--- src/rtl/pair_issue_gate.sv ---
module pair_issue_gate #(
  parameter int NREG = 32,
  parameter int RW   = $clog2(NREG)
) (
  input  logic          clk,
  input  logic          rst,
  input  logic          in0_valid,
  input  logic [RW-1:0] in0_dst,
  input  logic [RW-1:0] in0_srca,
  input  logic [RW-1:0] in0_srcb,
  input  logic [1:0]    in0_unit,
  input  logic          in1_valid,
  input  logic [RW-1:0] in1_dst,
  input  logic [RW-1:0] in1_srca,
  input  logic [RW-1:0] in1_srcb,
  input  logic [1:0]    in1_unit,
  input  logic          wb_valid,
  input  logic [RW-1:0] wb_reg,
  output logic          issue_old,
  output logic          issue_young,
  output logic          fetch_stall
);
  localparam logic [1:0] U_INT = 2'd0;
  localparam logic [1:0] U_MUL = 2'd1;

  logic          o_v, y_v;
  logic [RW-1:0] o_d, o_a, o_b, y_d, y_a, y_b;
  logic [1:0]    o_c, y_c;
  logic [NREG-1:0] busy, busy_n;

  wire o_blk = busy[o_a] | busy[o_b] | busy[o_d];
  wire y_blk = busy[y_a] | busy[y_b] | busy[y_d];
  wire raw   = (y_a == o_d) | (y_b == o_d);
  wire waw   = (y_d == o_d);
  wire strc  = (y_c == o_c) & (o_c != U_INT);
  wire pair_cf = o_v & (raw | waw | strc);

  assign issue_old   = o_v & ~o_blk;
  wire   o_done      = ~o_v | issue_old;
  assign issue_young = y_v & o_done & ~pair_cf & ~y_blk;
  wire   y_done      = ~y_v | issue_young;
  assign fetch_stall = ~(o_done & y_done);

  always_comb begin
    busy_n = busy;
    if (wb_valid) busy_n[wb_reg] = 1'b0;
    if (issue_old && o_c == U_MUL) busy_n[o_d] = 1'b1;
    if (issue_young && y_c == U_MUL) busy_n[y_d] = 1'b1;
  end

  always_ff @(posedge clk) begin
    if (rst) begin
      busy <= '0;
      o_v  <= 1'b0;
      y_v  <= 1'b0;
      o_d <= '0; o_a <= '0; o_b <= '0; o_c <= U_INT;
      y_d <= '0; y_a <= '0; y_b <= '0; y_c <= U_INT;
    end else begin
      busy <= busy_n;
      if (o_done && y_done) begin
        o_v <= in0_valid; o_d <= in0_dst; o_a <= in0_srca; o_b <= in0_srcb; o_c <= in0_unit;
        y_v <= in1_valid; y_d <= in1_dst; y_a <= in1_srca; y_b <= in1_srcb; y_c <= in1_unit;
      end else if (o_done) begin
        o_v <= y_v; o_d <= y_d; o_a <= y_a; o_b <= y_b; o_c <= y_c;
        y_v <= in0_valid; y_d <= in0_dst; y_a <= in0_srca; y_b <= in0_srcb; y_c <= in0_unit;
      end
    end
  end
endmodule


--- config.mk ---
export PLATFORM = sky130hd
export DESIGN_NAME = pair_issue_gate
export DESIGN_NICKNAME = d
export VERILOG_FILES = /design/src/rtl/pair_issue_gate.sv
export SDC_FILE = /design/constraint.sdc
export NUM_CORES = 1
export LEC_CHECK = 0
export BUFFER_PORTS_ARGS = -buffer_cell sky130_fd_sc_hd__buf_4
export CELL_PAD_IN_SITES_DETAIL_PLACEMENT = 0
export CELL_PAD_IN_SITES_GLOBAL_PLACEMENT = 1
export CORE_MARGIN = 2
export CORE_UTILIZATION = 28
export DETAILED_ROUTE_END_ITERATION = 8
export PLACE_DENSITY_LB_ADDON = 0.1
export SLEW_MARGIN = 20
export SYNTH_ARGS = -nofsm -noshare
export SYNTH_HDL_FRONTEND = slang
export SYNTH_SLANG_ARGS = --single-unit
--- constraint.sdc ---
create_clock -name clk -period 3.5 [get_ports clk]
set_input_delay 0.525 -clock clk [delete_from_list [all_inputs] [get_ports clk]]
set_output_delay 0.525 -clock clk [all_outputs]
set_load 0.05 [all_outputs]
==> flow_summary_export.csv <==
group,metric,value,unit
worst_setup_path,crit_required,2.97,ns
sta,rsz0062_at_grt,"false",
sta,relSlewSlack,0.367,
synth,syn_nets,652,
drt,wirelength,21.4,mm
synth,yosys_warnings,0,
global_route,grt_pass1_vias,5001,
cells_and_area,drive_above_1_share,0.242,
synth,synth_seq_area_share,0.257,
sta,hold_violations,0,
cells_and_area,n_fill_cell,1920,
sta,holdWs,0.433,ns
floorplan,die_h,142,um
synth,synth-seq-cells,68,
power,power_density,473,nW/um^2
power,p_leak,2.15,nW
clock_network,clockBufferDepth,2,
drt,routed.top_layer,"met4",
floorplan,core_area,18600,um^2
drt,vias,5141,
outcome,status,"finished clean",
drt,drtPass1Iterations,5,
sta,fmax,0.297,GHz
worst_setup_path,cp-start-kind,"register",
cells_and_area,final_common_cell,"buf_4",
synth,ys.flop_type,"dfxtp_1",
synth,syn_area_per_cell,8.72,um^2
floorplan,io_pins,47,
cells_and_area,final_cell_mix,"buf_4 (69), dfxtp_1 (59), mux2i_1 (57)",
placed_design,hpwl,15.4,mm
cells_and_area,final_nets,684,
sta,finalWorstSetupSlack,0.133,ns
sta,fin_worst_skew,0.0103,ns
placed_design,post-place-ws,0.301,ns
cells_and_area,area_delta_synth_final,18.1,%
sta,finalSetupViolations,0,
global_route,grt_pass1_wl,32.1,mm
drt,vias_per_cell,5.85,
drt,wl_met3,1.41,mm
clock_network,numCtsBuffers,9,
worst_setup_path,crit_type,"register to output pin",
floorplan,die_area,20000,um^2
clock_network,clk_pin_slew_worst_paths,0.06,ns
drt,wl_met2,9.49,mm
synth,synth_cell_types,53,
run,maxCapViolCount,0,
synth,ys_async_sr_fraction,0,
cells_and_area,diodes,0,
worst_setup_path,path_max_fanout,7,
sta,fin_crit,3.37,ns
power,irDropWorstVdd,0.233,mV
drt,dr.first_iter.drc_count,493,
drt,m1WireLength,9.72,mm
global_route,grt_max_degree,46,
synth,synth_cells,608,
floorplan,start_util,0.284,
sta,tns,0,ns
min_path,hold_path_class,"input port to register",
synth,synth-edff-count,0,
synth,syn_area,5300,um^2
placed_design,port_buffers,46,
sta,timing.final.crit_share,0.962,
clock_network,clkSinkCount,68,
clock_network,clock_latency,0.35,ns
placed_design,place.gp.congestion,0.879,
global_route,gr-total-overflow,0,
sta,drv_slew,0,
power,total_power,0.00296,W
floorplan,rows,50,
clock_network,cts.htree.levels,3,
floorplan,die_x,142,um
synth,yosysTopAreaCell,"dfxtp_1",
synth,yosysTopAreaCellShare,0.257,
synth,netlist_top_cells_area,"dfxtp_1 (26%), mux4_2 (12%), mux2i_1 (11%), a31oi_1 (4.0%), o21ai_0 (4.0%)",
clock_network,cts_tree,"built",
worst_setup_path,crit_path_end_kind,"output pin",
global_route,grtUsageTotal,0.217,
clock_network,cts_root_buffer,"clkbuf_16",
drt,drcViolationCount,0,
worst_setup_path,arrival,2.84,ns
drt,ant_nets,0,
drt,avgRoutedWirePerCell,24.3,um
global_route,antenna_found_initial,0,
sta,tightest_slew,0.947,ns
-- synth_stat cells, drive strengths merged, types with 10 or more instances --
cell type,count
dfxtp,68
o21ai,66
mux2i,57
nand2,52
nor2,40
a31oi,35
mux4,31
buf,29
nor3b,23
clkbuf,21
nand2b,21
a21oi,19
mux2,16
nor3,15
nand3,10
-- metrics by stage --
stage,util,cell area [um^2],std cells
finish,0.336,6260,879
global route,0.336,6260,879
CTS,0.334,6230,878
detailed placement,0.317,5900,862
global placement,0.317,5900,862
floorplan,-,5300,608
-- power breakdown --
group	internal, W	leakage, nW	switching [W]
Clock	0.000624	0.149	0.000372
Sequential	0.000858	0.560	0.000220
Combinational	0.000405	1.44	0.000483
Total	0.00189	2.15	0.00108
-- worst paths after layout --
check | slack [ns] | cells past startpoint | startpoint | end
max | 0.13 | 7 | busy[10]$_SDFF_PP0_ | issue_young
min | 0.43 | 3 | in1_valid | y_v$_SDFFE_PP0P_
max reg2reg | 0.55 | 9 | busy[13]$_SDFF_PP0_ | o_a[3]$_SDFFE_PP0P_
min reg2reg | 0.48 | 2 | o_c[1]$_SDFFE_PP0P_ | o_c[1]$_SDFFE_PP0P_
-- repair_timing --
item                       CTS  global route
setup buffers                0             1
resized for setup            6             6
gates cloned                 0             0
pin swaps                    1             2
setup endpoints to repair    2             2
hold buffers                 0             0
-- worst max-delay path: stages (launching register included) --
cell	delay [ns]
dfxtp_1	0.46
mux4_2	0.52
nor2b_1	0.14
a211oi_1	0.21
a211oi_1	0.11
or3_1	0.47
nor3_4	0.33
buf_4	0.26
-- registers in the layout (all words and copies together) (netlist names) --
| register | cells |
|---|---|
| y_b | 5 |
| y_d | 5 |
| o_d | 5 |
| y_a | 5 |
| o_a | 5 |
| o_c | 2 |
| o_b | 5 |
| o_v | 1 |
| busy | 32 |
| y_c | 2 |
| y_v | 1 |
-- logic make-up after synthesis --
kind of cell    after synthesis  synth area share
compound gates              150             0.165
xor+xnor                     16            0.0264
buf+inv                      58            0.0534
flops                        68             0.257
mux                         104             0.275
simple gates                212             0.223
-- layer usage --
metal,global-route usage,up-vias
met5,0,-
met4,0.0911,0
met3,0.0348,49
met2,0.334,225
met1,0.302,2515
li1,-,2352
-- cell type report --
cell class	count	area (um^2)	share of cell area
Inverter	8	30.0	0.00480
Clock inverter	6	88.8	0.0142
Tap cell	234	293	0.0468
Clock buffer	10	229	0.0366
Timing Repair Buffer	71	558	0.0892
Multi-Input combinational cell	482	3680	0.589
Sequential cell	68	1380	0.220
Note: power is estimated with default switching activity, not from simulation.
